### src/rtl/led_pattern_pkg.sv
package led_pattern_pkg;

  localparam int CFG_W   = 6;
  localparam int CNT_W   = 3;
  localparam int KIND_W  = 3;
  localparam int FRAME_SLOTS = 8;
  localparam int SLOT_IDX_W  = $clog2(FRAME_SLOTS);

  typedef enum logic [KIND_W-1:0] {
    PAT_OFF   = 3'd0,
    PAT_ON    = 3'd1,
    PAT_SLOW  = 3'd2,
    PAT_FAST  = 3'd3,
    PAT_FLASH = 3'd4,
    PAT_USER  = 3'd5
  } patKind_e;

  typedef struct packed {
    logic             restart;
    patKind_e         kind;
    logic [CNT_W-1:0] count;
  } patStrobe_t;

endpackage

### src/rtl/led_pattern_ctrl.sv
module led_pattern_ctrl
  import led_pattern_pkg::*;
#(
  parameter int NUM_LEVELS = 8,
  parameter logic [NUM_LEVELS*CFG_W-1:0] LEVEL_CFG = '0
) (
  input  logic                  clk,
  input  logic                  rst,
  input  logic [NUM_LEVELS-1:0] condFlags,
  input  logic                  userEn,
  output patStrobe_t            strb
);

  localparam int LVL_W = $clog2(NUM_LEVELS + 1);
  localparam logic [LVL_W-1:0] LVL_NONE = LVL_W'(NUM_LEVELS);

  patKind_e         lvlKind  [NUM_LEVELS];
  logic [CNT_W-1:0] lvlCount [NUM_LEVELS];
  logic [NUM_LEVELS-1:0] eligible;

  for (genvar g = 0; g < NUM_LEVELS; g++) begin : gLevel
    assign lvlKind[g]  = patKind_e'(LEVEL_CFG[g*CFG_W+CNT_W +: KIND_W]);
    assign lvlCount[g] = LEVEL_CFG[g*CFG_W +: CNT_W];
    assign eligible[g] = condFlags[g] && ((lvlKind[g] != PAT_USER) || userEn);
  end

  logic [LVL_W-1:0] lvlNext, lvlCur;
  patKind_e         kindNext, kindCur;
  logic [CNT_W-1:0] cntNext, cntCur;

  // lowest index wins: scan from the bottom so the last hit overrides
  always_comb begin
    lvlNext  = LVL_NONE;
    kindNext = PAT_OFF;
    cntNext  = '0;
    for (int i = NUM_LEVELS - 1; i >= 0; i--) begin
      if (eligible[i]) begin
        lvlNext  = LVL_W'(i);
        kindNext = lvlKind[i];
        cntNext  = lvlCount[i];
      end
    end
  end

  always_ff @(posedge clk) begin
    if (rst) begin
      lvlCur  <= LVL_NONE;
      kindCur <= PAT_OFF;
      cntCur  <= '0;
    end else begin
      lvlCur  <= lvlNext;
      kindCur <= kindNext;
      cntCur  <= cntNext;
    end
  end

  always_comb begin
    strb.restart = (lvlNext != lvlCur);
    strb.kind    = kindCur;
    strb.count   = cntCur;
  end

endmodule

### src/rtl/led_pattern_dp.sv
module led_pattern_dp
  import led_pattern_pkg::*;
#(
  parameter int SLOT_DIV = 22321429,
  parameter int FAST_DIV = 11160714,
  localparam int SLOT_W = (SLOT_DIV > 1) ? $clog2(SLOT_DIV) : 1,
  localparam int FAST_W = (FAST_DIV > 1) ? $clog2(FAST_DIV) : 1
) (
  input  logic                  clk,
  input  logic                  rst,
  input  patStrobe_t            strb,
  input  logic                  userBit,
  output logic [SLOT_IDX_W-1:0] slotIdx,
  output logic [SLOT_W-1:0]     divCnt,
  output logic                  ledOut
);

  localparam logic [SLOT_W-1:0] SLOT_LAST = SLOT_W'(SLOT_DIV - 1);
  localparam logic [SLOT_W-1:0] SLOT_HALF = SLOT_W'(SLOT_DIV / 2);
  localparam logic [FAST_W-1:0] FAST_LAST = FAST_W'(FAST_DIV - 1);
  localparam int SLOW_LIT_SLOTS = FRAME_SLOTS / 2;

  logic [FAST_W-1:0] fastCnt;
  logic              fastPhase;

  always_ff @(posedge clk) begin
    if (rst || strb.restart) begin
      divCnt  <= '0;
      slotIdx <= '0;
    end else if (divCnt == SLOT_LAST) begin
      divCnt  <= '0;
      slotIdx <= SLOT_IDX_W'(slotIdx + 1'b1);
    end else begin
      divCnt  <= SLOT_W'(divCnt + 1'b1);
    end
  end

  always_ff @(posedge clk) begin
    if (rst || strb.restart) begin
      fastCnt   <= '0;
      fastPhase <= 1'b0;
    end else if (fastCnt == FAST_LAST) begin
      fastCnt   <= '0;
      fastPhase <= ~fastPhase;
    end else begin
      fastCnt   <= FAST_W'(fastCnt + 1'b1);
    end
  end

  always_comb begin
    unique case (strb.kind)
      PAT_ON:    ledOut = 1'b1;
      PAT_SLOW:  ledOut = (32'(slotIdx) < SLOW_LIT_SLOTS);
      PAT_FAST:  ledOut = ~fastPhase;
      PAT_FLASH: ledOut = (32'(slotIdx) < 32'(strb.count)) && (divCnt < SLOT_HALF);
      PAT_USER:  ledOut = userBit;
      default:   ledOut = 1'b0;
    endcase
  end

endmodule

### src/rtl/led_pattern_gen.sv
module led_pattern_gen
  import led_pattern_pkg::*;
#(
  parameter int NUM_LEVELS = 8,
  parameter logic [NUM_LEVELS*CFG_W-1:0] LEVEL_CFG = 48'o41_10_50_20_43_44_45_30,
  parameter int SLOT_DIV = 22321429,
  parameter int FAST_DIV = 11160714
) (
  input  logic                  clk,
  input  logic                  rst,
  input  logic [NUM_LEVELS-1:0] condFlags,
  input  logic                  userEn,
  input  logic                  userBit,
  output logic                  ledOut
);

  localparam int SLOT_W = (SLOT_DIV > 1) ? $clog2(SLOT_DIV) : 1;

  patStrobe_t            ctrlStrb;
  logic [SLOT_IDX_W-1:0] slotIdx;
  logic [SLOT_W-1:0]     divCnt;

  led_pattern_ctrl #(
    .NUM_LEVELS(NUM_LEVELS),
    .LEVEL_CFG (LEVEL_CFG)
  ) u_ctrl (
    .clk      (clk),
    .rst      (rst),
    .condFlags(condFlags),
    .userEn   (userEn),
    .strb     (ctrlStrb)
  );

  led_pattern_dp #(
    .SLOT_DIV(SLOT_DIV),
    .FAST_DIV(FAST_DIV)
  ) u_dp (
    .clk    (clk),
    .rst    (rst),
    .strb   (ctrlStrb),
    .userBit(userBit),
    .slotIdx(slotIdx),
    .divCnt (divCnt),
    .ledOut (ledOut)
  );

endmodule

### config.mk
export PLATFORM = sky130hd
export DESIGN_NAME = led_pattern_gen
export DESIGN_NICKNAME = d
export VERILOG_FILES = /design/src/rtl/led_pattern_pkg.sv /design/src/rtl/led_pattern_ctrl.sv /design/src/rtl/led_pattern_dp.sv /design/src/rtl/led_pattern_gen.sv
export SDC_FILE = /design/constraint.sdc
export NUM_CORES = 1
export LEC_CHECK = 0
export ABC_AREA = 1
export BUFFER_PORTS_ARGS = -buffer_cell sky130_fd_sc_hd__buf_2
export CAP_MARGIN = 20
export CORE_MARGIN = 2
export CORE_UTILIZATION = 62
export CTS_CLUSTER_SIZE = 28
export DETAILED_ROUTE_END_ITERATION = 7
export PLACE_DENSITY_LB_ADDON = 0.12
export SYNTH_ARGS = -nofsm -noshare
export SYNTH_HDL_FRONTEND = slang
export SYNTH_SLANG_ARGS = --single-unit
### constraint.sdc
create_clock -name clk -period 2 [get_ports clk]
set_input_delay 0 -clock clk [delete_from_list [all_inputs] [get_ports clk]]
set_output_delay 0 -clock clk [all_outputs]
set_load 0.02 [all_outputs]
==> results of run 1 <==
cells in the final DEF, fill, tap and decap left out, types with 2 or more instances in the layout:
cell | Yosys | layout
nand2_1 | 105 | 105
inv_1 | 89 | 89
nor2_1 | 67 | 66
dfxtp_1 | 63 | 63
nor2_2 | 42 | 43
nand3_1 | 31 | 31
xor2_1 | 30 | 30
nand4_1 | 21 | 21
nor3_1 | 17 | 17
xnor2_1 | 12 | 12
buf_2 | 0 | 12
clkbuf_8 | 0 | 11
dlygate4sd3_1 | 0 | 8
ha_1 | 7 | 7
a21oi_1 | 6 | 6
o21ai_0 | 5 | 5
buf_4 | 0 | 4
inv_2 | 3 | 3
nand3b_1 | 3 | 3
nand4_4 | 2 | 3
nor4_1 | 2 | 2
nor3b_1 | 2 | 2
state kept, by name (all words and copies together), names as in the netlist:
name / flops
u_dp.fastPhase: 1
u_ctrl.kindCur: 3
u_dp.slotIdx: 3
u_dp.divCnt: 25
u_ctrl.lvlCur: 4
u_ctrl.cntCur: 3
u_dp.fastCnt: 24
worst max path at each step:
stage                              startpoint                          to  slack [ns]  cells past startpoint
finish                           condFlags[4]  u_dp.fastCnt[4]$_SDFF_PP0_        0.14                     11
global route        u_dp.divCnt[0]$_SDFF_PP0_  u_dp.divCnt[22]$_SDFF_PP0_        0.02                     12
CTS                              condFlags[4]   u_dp.divCnt[0]$_SDFF_PP0_        0.12                     13
detailed placement  u_dp.divCnt[0]$_SDFF_PP0_   u_dp.divCnt[0]$_SDFF_PP0_        0.18                      9
global placement    u_dp.divCnt[0]$_SDFF_PP0_  u_dp.divCnt[22]$_SDFF_PP0_        0.25                     12
floorplan           u_dp.divCnt[0]$_SDFF_PP0_  u_dp.divCnt[22]$_SDFF_PP0_        0.44                     12
area by class of cell:
cell class	count	area, µm²
clock buffer	12	155
clock inverter	3	42.5
fill	450	1520
inverter	92	345
multi-input combinational	362	1990
sequential	63	1260
tap	72	90.1
timing repair buffer	24	170
power breakdown:
part	switching, mW	total (mW)	internal, mW
clock	0.489	1.12	0.635
sequential	0.00703	1.27	1.27
combinational	0.0976	0.149	0.0515
routing by layer:
metal,vias to the layer above,share of wire (%)
li1,1684,-
met3,15,4.7
met5,-,0
met1,1467,44
met2,84,49
met4,0,1.7
metrics by stage:
stage / area [µm²] / hold slack, ns / utilization (%) / setup slack, ns / instances
after floorplan: 3620 / 0.0691 / - / 0.436 / 521
after global placement: 3750 / 0.219 / 67.3 / 0.250 / 604
after detailed placement: 3750 / 0.223 / 67.3 / 0.177 / 604
after CTS: 4030 / 0.0281 / 72.3 / 0.119 / 627
after global routing: 4050 / 0.107 / 72.7 / 0.0187 / 628
final: 4050 / 0.0263 / 72.7 / 0.137 / 628
timing repair:
item                                   4_1_cts  5_1_grt
setup endpoints to repair                    0       25
hold buffers                                 8        0
endpoints found under the hold margin       10        0
gates resized for setup                      0        2
critical path, stage by stage:
cell,delay [ns]
dlygate4sd3_1,0.55
buf_2,0.13
inv_1,0.11
nand2_1,0.10
nand2_1,0.06
nand2_1,0.05
nand2_1,0.08
nand3b_1,0.34
nand4_4,0.22
buf_4,0.36
nor2_2,0.07
cells by family (layout without fill, tap and decap cells):
family          count (synthesis)  in the layout  synth area share, %
simple gates                  295            296                 38.9
buf+inv                        97            131                 10.9
flops                          63             63                 34.8
xor+xnor                       42             42                 10.2
compound gates                 17             17                 2.77
fa+ha+maj                       7              7                 2.42
==> impl_metrics.py, run 1 <==
metrics = {
    "clocking": {
        "cts_max_level": 3,
        "path_clk_slew_ns": 0.07,
        "cts_sinks": 63,
        "postCtsSetupRepairBufs": 0,
        "insertion_delay_ns": 0.34,
        "cts_buffers": 9,
        "root_buffer": "clkbuf_8",
        "cts_tree": "built",
        "clock_path_buffers": 2,
    },
    "setup_path": {
        "ff2ff_path_depth": 12,
        "crit_type": "primary input to register",
        "cp.arrival_ns": 2.09,
        "crit-reg2reg-launch": "u_dp.divCnt[0]$_SDFF_PP0_",
        "end_kind": "register",
        "r2r_setup_slack_ns": 0.19,
        "r2r_end": "u_dp.divCnt[22]$_SDFF_PP0_",
        "crit_path_start_kind": "primary input",
        "cp_max_fo": 24,
        "crit_required_ns": 2.22,
    },
    "synthesis": {
        "synth_edf_count": 0,
        "synth.avg_cell_area_um2": 6.95,
        "synthTopCellsByCount": "nand2_1, inv_1, nor2_1",
        "yosysWarnings": 0,
        "yosys.area.top_type": "dfxtp_1",
        "ys_seq_elements": 63,
        "synth_flop_cell": "dfxtp_1",
        "ys_async_sr_fraction_pct": 0,
        "synthTopCellsByArea": "dfxtp_1, nand2_1, inv_1",
        "netlist_area_um2": 3620,
        "synth_fp_nets": 540,
        "yosys.cell_types.count": 29,
        "synth.most_common_cell": "nand2_1",
        "syn_inst": 521,
        "ys_seq_area_share_pct": 34.8,
        "yosysTopAreaCellShare_pct": 34.8,
    },
    "sta": {
        "finClkSkew_ns": 0.0118,
        "fin_crit_ns": 1.86,
        "hold_viol": 0,
        "final_max_slew_viol_count": 0,
        "fmax_mhz": 537,
        "period_share_pct": 93.1,
        "max_slew.worst_pin.slew_ns": 0.460,
        "tns_ns": 0,
        "rsz0062_at_grt": "no",
        "setup_violations": 0,
        "max-slew-margin-rel_pct": 69.3,
    },
    "cells_and_area": {
        "layout-drive-gt1-share_pct": 14.9,
        "antennaDiodeCount": 0,
        "nets": 571,
        "syn_to_final_growth_pct": 12.0,
    },
    "pwr": {
        "p_per_area_nw_per_um2": 629,
        "p_total_mw": 2.55,
        "total_leakage_power_nw": 1.54,
        "ir_worst_vdd_v": 0.000491,
    },
    "global_route": {
        "met3_usage_pct": 5.06,
        "grt_pass1_wl_um": 13200,
        "busiest_layer": "met2",
        "grtUsageMet2_pct": 46.2,
        "grt_max_degree": 26,
        "grt.overflow.total": 0,
        "use_met1_pct": 29.7,
        "grt_pass1_vias": 3117,
        "grt_util_all_layers_pct": 25.7,
        "antenna_found_initial": 0,
    },
    "floorplanning": {
        "core_um2": 5570,
        "start_util_pct": 64.9,
        "num_rows": 27,
        "io_pins": 13,
        "die_h_um": 80.4,
        "die-area_um2": 6470,
        "die-width_um": 80.4,
    },
    "drt": {
        "route.final.wire_length_um": 7790,
        "drc": 0,
        "dr.pass1.iters": 4,
        "routed_via_density": 5.18,
        "ant_nets": 0,
        "drt_iter0_markers": 158,
        "num_vias": 3250,
        "detail_route.wl_per_cell_um": 12.4,
    },
    "hold_path": {
        "hold_end": "u_ctrl.lvlCur[2]$_SDFF_PP0_",
        "min_from": "condFlags[6]",
        "min_path_type": "primary input to register",
        "worstHoldPathCells": 5,
    },
    "status": {
        "status": "finished clean",
    },
    "placed_design": {
        "place.gp.congestion": 0.880,
        "place_hpwl_um": 5390,
        "portBuffers": 12,
    },
    "job": {
        "max-cap-violations": 0,
    },
}
Note: power is estimated with default switching activity, not from simulation.
==> run 2: changes to the inputs <==
CORE_UTILIZATION = 47   (was 62)
==> impl_metrics.py, run 2 (synthesis gave the netlist of run 1 again) <==
metrics = {
    "drt": {
        "drt_iter0_markers": 59,
        "ant_nets": 0,
        "detail_route.wl_per_cell_um": 11.5,
        "route.final.wire_length_um": 7550,
        "drc": 0,
        "dr.pass1.iters": 4,
        "num_vias": 3091,
        "routed_via_density": 4.70,
    },
    "sta": {
        "finClkSkew_ns": 0.00557,
        "final_max_slew_viol_count": 0,
        "max_slew.worst_pin.slew_ns": 0.483,
        "hold_viol": 0,
        "fmax_mhz": 542,
        "rsz0062_at_grt": "no",
        "max-slew-margin-rel_pct": 67.5,
        "fin_crit_ns": 1.84,
        "setup_violations": 0,
        "period_share_pct": 92.2,
        "holdWs_ns": 0.0499,
        "tns_ns": 0,
    },
    "setup_path": {
        "critical_path.slowest_cell": "dfxtp_1",
        "max_stage_delay_ns": 0.38,
        "crit_type": "register to register",
        "end_kind": "register",
        "crit-reg2reg-launch": "u_dp.divCnt[6]$_SDFF_PP0_",
        "crit_path_start_kind": "register",
        "path_common_cell": "nor2_1",
        "r2r_end": "u_dp.divCnt[2]$_SDFF_PP0_",
        "r2r_setup_slack_ns": 0.16,
        "ff2ff_path_depth": 6,
        "startpoint": "u_dp.divCnt[6]$_SDFF_PP0_",
        "setup.worst_path.end": "u_dp.divCnt[2]$_SDFF_PP0_",
        "cp_max_fo": 13,
        "cp.arrival_ns": 2.06,
        "crit_required_ns": 2.22,
        "path_cells": "nor2_1 > nand3_1 > nor3_1 > nand2_1 > nand4_4 > nor2_1",
    },
    "clocking": {
        "clock_path_buffers": 2,
        "cts_sinks": 63,
        "path_clk_slew_ns": 0.07,
        "postCtsSetupRepairBufs": 0,
        "cts_buffers": 9,
        "cts_max_level": 3,
        "root_buffer": "clkbuf_8",
        "cts_tree": "built",
        "insertion_delay_ns": 0.34,
    },
    "status": {
        "status": "finished clean",
    },
    "floorplanning": {
        "die_h_um": 91.8,
        "die-area_um2": 8420,
        "core_um2": 7610,
        "die-width_um": 91.8,
        "start_util_pct": 47.6,
        "num_rows": 32,
        "io_pins": 13,
    },
    "global_route": {
        "grt.overflow.total": 0,
        "met3_usage_pct": 5.75,
        "grt_max_degree": 26,
        "antenna_found_initial": 0,
        "grt_pass1_wl_um": 13000,
        "grt_util_all_layers_pct": 19.0,
        "busiest_layer": "met2",
        "grtUsageMet2_pct": 31.6,
        "grt_pass1_vias": 3015,
        "use_met1_pct": 23.0,
    },
    "placed_design": {
        "place.gp.congestion": 0.870,
        "portBuffers": 12,
        "placed_area_um2": 3790,
        "place_hpwl_um": 5510,
    },
    "cells_and_area": {
        "layout-drive-gt1-share_pct": 14.8,
        "final_common_cell": "nand2_1",
        "reg_top3": "u_dp.divCnt (25), u_dp.fastCnt (24), u_ctrl.lvlCur (4)",
        "antennaDiodeCount": 0,
        "most-common-layout-cells": "nand2_1, inv_1, nor2_1",
        "final_design_area_no_fill_um2": 4060,
        "fillers": 791,
        "top_register": "u_dp.divCnt",
        "largest_reg_flops": 25,
        "utilization_pct": 53.4,
        "syn_to_final_growth_pct": 12.2,
        "nets": 571,
    },
    "hold_path": {
        "min_path_type": "primary input to register",
    },
    "pwr": {
        "total_leakage_power_nw": 1.52,
        "p_per_area_nw_per_um2": 589,
        "ir_worst_vdd_v": 0.000505,
    },
    "job": {
        "max-cap-violations": 0,
    },
}
-- run 2: cell types whose count changed in the layout (fill, tap and decap cells not counted), sizes merged --
cell | before | now
clkinvlp | 1 | 2
bufinv | 1 | 0
clkbuf | 12 | 11
-- run 2: power breakdown --
part / total [mW] / internal (mW) / switching (mW)
Combinational: 0.149 / 0.0514 / 0.0975
Sequential: 1.27 / 1.27 / 0.00655
Clock: 0.971 / 0.501 / 0.471
-- run 2: area by class of cell --
type	count	area (µm²)	share of cell area [%]
Multi-Input combinational cell	362	1990	48.9
Sequential cell	63	1260	31.1
Inverter	92	345	8.50
Timing Repair Buffer	24	170	4.19
Clock buffer	11	151	3.73
Tap cell	102	128	3.14
Clock inverter	3	20.0	0.493
-- run 2: critical path, delay by kind of cell (launching register included) --
kind	cells	cell delay (ns)
simple gates	6	1.35
flops	1	0.38
-- run 2: layer usage --
metal | share of wire (%) | up-vias
li1 | - | 1673
met1 | 49 | 1370
met2 | 46 | 34
met3 | 3.0 | 14
met4 | 1.9 | 0
met5 | 0 | -
-- run 2: timing repair --
item,4_1_cts,5_1_grt
setup endpoints to repair,0,25
hold buffers,8,0
gates resized for setup,0,1
hold endpoints to repair,10,0
-- run 2: worst min path at each step --
stage                                               to  slack, ns  depth (start not counted)    startpoint
after CTS                  u_ctrl.lvlCur[2]$_SDFF_PP0_       0.02                          5  condFlags[6]
after floorplan           u_ctrl.kindCur[0]$_SDFF_PP0_       0.07                          1           rst
after global placement     u_ctrl.cntCur[1]$_SDFF_PP0_       0.22                          2  condFlags[2]
after detailed placement   u_ctrl.cntCur[1]$_SDFF_PP0_       0.22                          2  condFlags[2]
final                      u_ctrl.lvlCur[2]$_SDFF_PP0_       0.05                          5  condFlags[6]
after global routing       u_ctrl.lvlCur[3]$_SDFF_PP1_       0.10                          6  condFlags[7]
-- run 2: per-stage QoR --
stage / worst slack [ns] / power, mW / std cells
3_3_place_gp: 0.209 / 1.43 / 634
4_1_cts: 0.107 / 2.43 / 656
5_1_grt: 0.0149 / 2.51 / 657
6_report: 0.156 / 2.39 / 657
2_1_floorplan: 0.436 / 1.40 / 521
3_5_place_dp: 0.134 / 1.43 / 634
